**config.mk**
```make
export PLATFORM = sky130hd
export DESIGN_NAME = gpio_port
export DESIGN_NICKNAME = d
export VERILOG_FILES = /design/src/rtl/gpio_port_pkg.sv /design/src/rtl/gpio_sync.sv /design/src/rtl/gpio_regs.sv /design/src/rtl/gpio_pad.sv /design/src/rtl/gpio_port.sv
export SDC_FILE = /design/constraint.sdc
export NUM_CORES = 1
export LEC_CHECK = 0
export BUFFER_PORTS_ARGS = -buffer_cell sky130_fd_sc_hd__clkbuf_2
export CAP_MARGIN = 20
export CORE_UTILIZATION = 60
export CTS_BUF_LIST = sky130_fd_sc_hd__clkbuf_4 sky130_fd_sc_hd__clkbuf_8
export DETAILED_ROUTE_END_ITERATION = 10
export GPL_ROUTABILITY_DRIVEN = 0
export PLACE_DENSITY_LB_ADDON = 0.2
export SYNTH_ARGS = -nofsm -noshare
export SYNTH_HDL_FRONTEND = slang
export SYNTH_HIERARCHICAL = 1
export SYNTH_SLANG_ARGS = --single-unit
```
**constraint.sdc**
```tcl
create_clock -name clk -period 1.83 [get_ports clk]
set_input_delay 0.0915 -clock clk [delete_from_list [all_inputs] [get_ports clk]]
set_output_delay 0.0915 -clock clk [all_outputs]
set_load 0.01 [all_outputs]
```
**src/rtl/gpio_port_pkg.sv**
```systemverilog
package gpio_port_pkg;
    localparam int ADDR_W = 3;

    typedef enum logic [ADDR_W-1:0] {
        SEL_PORT  = 3'd0,
        SEL_LATCH = 3'd1,
        SEL_DIR   = 3'd2,
        SEL_ANSEL = 3'd3,
        SEL_PUEN  = 3'd4,
        SEL_CTRL  = 3'd5
    } reg_sel_e;
endpackage

```
**src/rtl/gpio_sync.sv**
```systemverilog
module gpio_sync #(
    parameter int W      = 8,
    parameter int STAGES = 2
) (
    input  logic         clk,
    input  logic         rst_n,
    input  logic [W-1:0] d_in,
    output logic [W-1:0] d_out
);
    logic [W-1:0] stage_q [STAGES];

    always_ff @(posedge clk) begin
        if (!rst_n) stage_q[0] <= '0;
        else        stage_q[0] <= d_in;
    end

    for (genvar s = 1; s < STAGES; s++) begin : g_stage
        always_ff @(posedge clk) begin
            if (!rst_n) stage_q[s] <= '0;
            else        stage_q[s] <= stage_q[s-1];
        end
    end

    assign d_out = stage_q[STAGES-1];
endmodule

```
**src/rtl/gpio_regs.sv**
```systemverilog
module gpio_regs
    import gpio_port_pkg::*;
#(
    parameter int W        = 8,
    parameter int ANA_PINS = 6
) (
    input  logic              clk,
    input  logic              rst_n,
    input  logic              cfg_strap,
    input  logic              bus_wr,
    input  logic [ADDR_W-1:0] bus_addr,
    input  logic [W-1:0]      bus_wdata,
    output logic [W-1:0]      lat_q,
    output logic [W-1:0]      dir_q,
    output logic [W-1:0]      ansel_q,
    output logic [W-1:0]      puen_q,
    output logic              pu_off_q
);
    localparam logic [W-1:0] ANA_MASK = W'((1 << ANA_PINS) - 1);

    reg_sel_e sel;
    assign sel = reg_sel_e'(bus_addr);

    always_ff @(posedge clk) begin
        if (!rst_n) begin
            lat_q    <= '0;
            dir_q    <= '1;
            ansel_q  <= cfg_strap ? '0 : ANA_MASK;
            puen_q   <= '0;
            pu_off_q <= 1'b1;
        end else if (bus_wr) begin
            case (sel)
                SEL_PORT,
                SEL_LATCH: lat_q    <= bus_wdata;
                SEL_DIR:   dir_q    <= bus_wdata;
                SEL_ANSEL: ansel_q  <= bus_wdata;
                SEL_PUEN:  puen_q   <= bus_wdata;
                SEL_CTRL:  pu_off_q <= bus_wdata[0];
                default:   ;
            endcase
        end
    end
endmodule

```
**src/rtl/gpio_pad.sv**
```systemverilog
module gpio_pad #(
    parameter int W = 8
) (
    input  logic [W-1:0] lat_q,
    input  logic [W-1:0] dir_q,
    input  logic [W-1:0] ansel_q,
    input  logic [W-1:0] puen_q,
    input  logic         pu_off_q,
    input  logic [W-1:0] sync_in,
    output logic [W-1:0] pad_out,
    output logic [W-1:0] pad_oe,
    output logic [W-1:0] pad_pu,
    output logic [W-1:0] port_val
);
    for (genvar p = 0; p < W; p++) begin : g_pin
        assign pad_out[p]  = lat_q[p];
        assign pad_oe[p]   = ~dir_q[p];
        assign pad_pu[p]   = puen_q[p] & ~pu_off_q & dir_q[p];
        assign port_val[p] = sync_in[p] & ~ansel_q[p];
    end
endmodule

```
**src/rtl/gpio_port.sv**
```systemverilog
module gpio_port
    import gpio_port_pkg::*;
#(
    parameter int W        = 8,
    parameter int ANA_PINS = 6
) (
    input  logic              clk,
    input  logic              rst_n,
    input  logic              cfg_strap,
    input  logic              bus_wr,
    input  logic [ADDR_W-1:0] bus_addr,
    input  logic [W-1:0]      bus_wdata,
    output logic [W-1:0]      bus_rdata,
    input  logic [W-1:0]      pad_in,
    output logic [W-1:0]      pad_out,
    output logic [W-1:0]      pad_oe,
    output logic [W-1:0]      pad_pu
);
    logic [W-1:0] lat_q, dir_q, ansel_q, puen_q, sync_in, port_val;
    logic         pu_off_q;

    gpio_regs #(.W(W), .ANA_PINS(ANA_PINS)) regs_i (
        .clk(clk), .rst_n(rst_n), .cfg_strap(cfg_strap),
        .bus_wr(bus_wr), .bus_addr(bus_addr), .bus_wdata(bus_wdata),
        .lat_q(lat_q), .dir_q(dir_q), .ansel_q(ansel_q),
        .puen_q(puen_q), .pu_off_q(pu_off_q)
    );

    gpio_sync #(.W(W), .STAGES(2)) sync_i (
        .clk(clk), .rst_n(rst_n), .d_in(pad_in), .d_out(sync_in)
    );

    gpio_pad #(.W(W)) pad_i (
        .lat_q(lat_q), .dir_q(dir_q), .ansel_q(ansel_q), .puen_q(puen_q),
        .pu_off_q(pu_off_q), .sync_in(sync_in),
        .pad_out(pad_out), .pad_oe(pad_oe), .pad_pu(pad_pu),
        .port_val(port_val)
    );

    always_comb begin
        case (reg_sel_e'(bus_addr))
            SEL_PORT:  bus_rdata = port_val;
            SEL_LATCH: bus_rdata = lat_q;
            SEL_DIR:   bus_rdata = dir_q;
            SEL_ANSEL: bus_rdata = ansel_q;
            SEL_PUEN:  bus_rdata = puen_q;
            SEL_CTRL:  bus_rdata = {{(W-1){1'b0}}, pu_off_q};
            default:   bus_rdata = '0;
        endcase
    end
endmodule

```
==> impl_results.md <==
* Status: complete, no violations
* Sw Pwr at 0.503 mW
* Internal Pwr Total at 1.55 mW
* Post-DP Area at 2600 µm²
* # rows at 22
* Multi-input logic area at 1120 µm²
* GR peak layer: met2
* WP data arrival at 1.58 ns
* Global-route met2 utilization at 42.3%
* Routed len/inst at 14.2 µm
* MaxCap Viol Count at 0
* Overflow after GRT at 0
* Post-synthesis area per instance at 10.0 µm²
* Met3 Usage GRT at 5.99%
* Mapped Cells at 235
* Reg area at 1060 µm²
* Die H at 64.7 µm
* Setup TNS at 0 ns
* Residual DRC at 0
* CP Cell Sequence: nor2b_1, mux4_2, nor2b_1, a21o_1, clkbuf_2
* Share of power burned in registers at 57.1%
* Critical Path Fanout Max at 1
* Port bufs at 54
* Cell area after layout at 2720 µm²
* Grt met1 use at 29.9%
* Final setup vio count at 0
* Count of nets after finishing at 307
* Hpwl dp at 3.42 mm
* Pwr per Cell Area at 754 nW/µm²
* Max-slew violations at 0
* Synth-to-layout area growth at 15.2%
* Leak at 1.39 nW
* Cell mode on critical path: nor2b_1
* Final core occ at 73.2%
* CTS Buf Count at 5
* Final hold vios at 0
* Clock slew at reported path FFs at 0.09 ns
* Slowest cell on the critical path: mux4_2
* Combinational Power Share at 11.9%
* First-pass GRT wire length at 7.54 mm
* Crit path launch type: flop
* Critical Path Sink Type: primary output
* Total number of vias at 1732
* Switching fraction of total power at 24.5%
* Drt pass-1 iters at 4
* Final worst path period share at 91.5%
* Bufs on Longest Clock Path at 2
* Min Tclk post-route at 1.67 ns
* Boundary Pins at 55
* Netlist cell types at 27
* Unrepaired setup endpoints after global routing: false
* Area of the mapped netlist at 2360 µm²
* Largest cells by area after synthesis: dfxtp_1, mux2i_1, edfxtp_1
* Top-area cell type share of the netlist area at 34.8%
* Die width at 64.7 µm
* Initial Util at 63.5%
* Largest net degree at the start of global routing at 36
* Layout cell share with drive strength beyond 1 at 28.8%
* CTS resizes at 0
* Antenna-violating nets left at 0
* WL final at 4.74 mm
* Via-to-Cell Ratio at 5.20
* Worst stage delay on the critical path at 0.43 ns
* Antenna violations before repair at 0
* Dominant cell type by area after synthesis: dfxtp_1
* FILL cells at 295
* Hold Crit Class: input port to flop
* H-Tree Depth at 2
* Register area share after synthesis at 44.9%
* Yosys warning total at 6
* Die area at 4190 µm²
* Worst slew pin tran at 0.558 ns
* Clock group share of total power at 31.0%
* Critical Path RT at 1.74 ns
* Antenna Cells at 0
* Fmax at 597 MHz
* Skew final at 0.000492 ns
* Clock sink total at 49
* CTS tree: done
* Slew HR at 62.7%
* Root Buffer Master: clkbuf_8
* Number of global-route vias before repair at 1573
* Syn Nets at 258
* Total track usage at 24.5%
* Crit path kind: flop to primary output
* VDD IR-drop max at 775 µV
* Worst-skew pair later-pin latency at 0.29 ns
* Synthesized flop and latch total at 49
* Initial DRC Count at 74
* Core area at 3720 µm²
cell usage in the layout (no fill, tap or decap), types with 2 or more instances in the layout:
master         netlist  routed
and2_2              12      12
nor3_1               3       3
o221ai_1             3       3
nor2_1              10      10
nand2_1             28      28
a211o_1              3       3
edfxtp_1             8       8
mux2i_1             35      35
buf_4               10       6
dfxtp_1             41      41
nand2b_1             7       7
clkinvlp_4           0       2
mux2_1               3       3
dlygate4sd3_1        0       3
nand4b_1             2       2
and2_1               4       4
clkbuf_8             0       5
nor2b_1             28      28
and4bb_1             2       2
and3b_1              8       8
mux4_2               2       2
inv_1               10      10
clkbuf_2             0      54
Yosys cell counts:
cell	n
buf_2	5
inv_1	10
nand2_1	28
nor3_1	3
o221ai_1	3
or2_1	1
and4bb_1	2
clkbuf_1	4
and2_2	12
nand2b_1	7
mux2i_1	35
mux2_1	3
and2_1	4
and3b_1	8
or3b_1	1
mux4_2	2
o21ai_1	1
buf_6	2
nand4b_1	2
nand4bb_1	1
edfxtp_1	8
a211o_1	3
dfxtp_1	41
nor2_1	10
buf_4	10
nor2b_1	28
a21o_1	1
sequential cells by signal, summed over array words and instances, names as in the netlist:
name	count
regs_i/ansel_q	8
regs_i/dir_q	8
regs_i/lat_q	8
regs_i/pu_off_q	1
regs_i/puen_q	8
sync_i/stage_q	16
through the flow:
stage                     setup WS [ns]  hold slack (ns)  total power, mW  std cells
after floorplan                   0.624            0.228             1.36        235
after global placement            0.454            0.312             1.43        322
after detailed placement          0.424            0.314             1.44        322
after CTS                         0.154          0.00206             2.05        330
after global routing             0.0688         0.000546             2.15        333
final                             0.155          0.00706             2.05        333
power by group through the flow:
stage / Sequential [mW] / Combinational [mW] / Clock [mW]
after global routing: 1.18 / 0.268 / 0.702
after CTS: 1.17 / 0.241 / 0.640
after global placement: 1.20 / 0.235 / 0
final: 1.17 / 0.245 / 0.635
after floorplan: 1.19 / 0.170 / 0
after detailed placement: 1.20 / 0.240 / 0
layout make-up:
class                      instances  area share (%)
clock inverter                     2           0.552
tap                               48            2.21
inverter                          10            1.38
timing repair buffer              63            12.7
sequential                        49            39.0
clock buffer                       6            2.81
multi-input combinational        155            41.4
worst max-delay path, delay by kind of cell, from the launching register on:
kind	cells	cell delay, ns
buf+inv	1	0.12
compound gates	1	0.17
flops	1	0.31
mux	1	0.43
simple gates	2	0.26
layer usage:
layer | vias up | wire [µm]
li1 | 872 | -
met5 | - | 0
met1 | 805 | 2110
met3 | 5 | 249
met2 | 50 | 2320
met4 | 0 | 53
what timing repair did:
item / CTS / global route
endpoints found under the setup margin: 0 / 0
hold buffers: 0 / 3
hold endpoints to repair: 0 / 3
buffers inserted: 0 / 0
worst paths after layout:
check | start | end | slack [ns] | depth (start not counted)
setup / recovery | sync_i/stage_q[1][1]$_SDFF_PN0_ | bus_rdata[1] | 0.16 | 5
hold / removal | pad_in[4] | sync_i/stage_q[0][4]$_SDFF_PN0_ | 0.007 | 2
setup reg to reg | regs_i/pu_off_q$_SDFFE_PN1P_ | regs_i/pu_off_q$_SDFFE_PN1P_ | 0.96 | 2
hold reg to reg | sync_i/stage_q[0][4]$_SDFF_PN0_ | sync_i/stage_q[1][4]$_SDFF_PN0_ | 0.44 | 1
cell families after synthesis:
group | synth area share [%]
compound gates | 2.76
flops | 44.9
simple gates | 26.7
buf+inv | 7.42
mux | 18.2
Power figures use the tool's default switching activity.
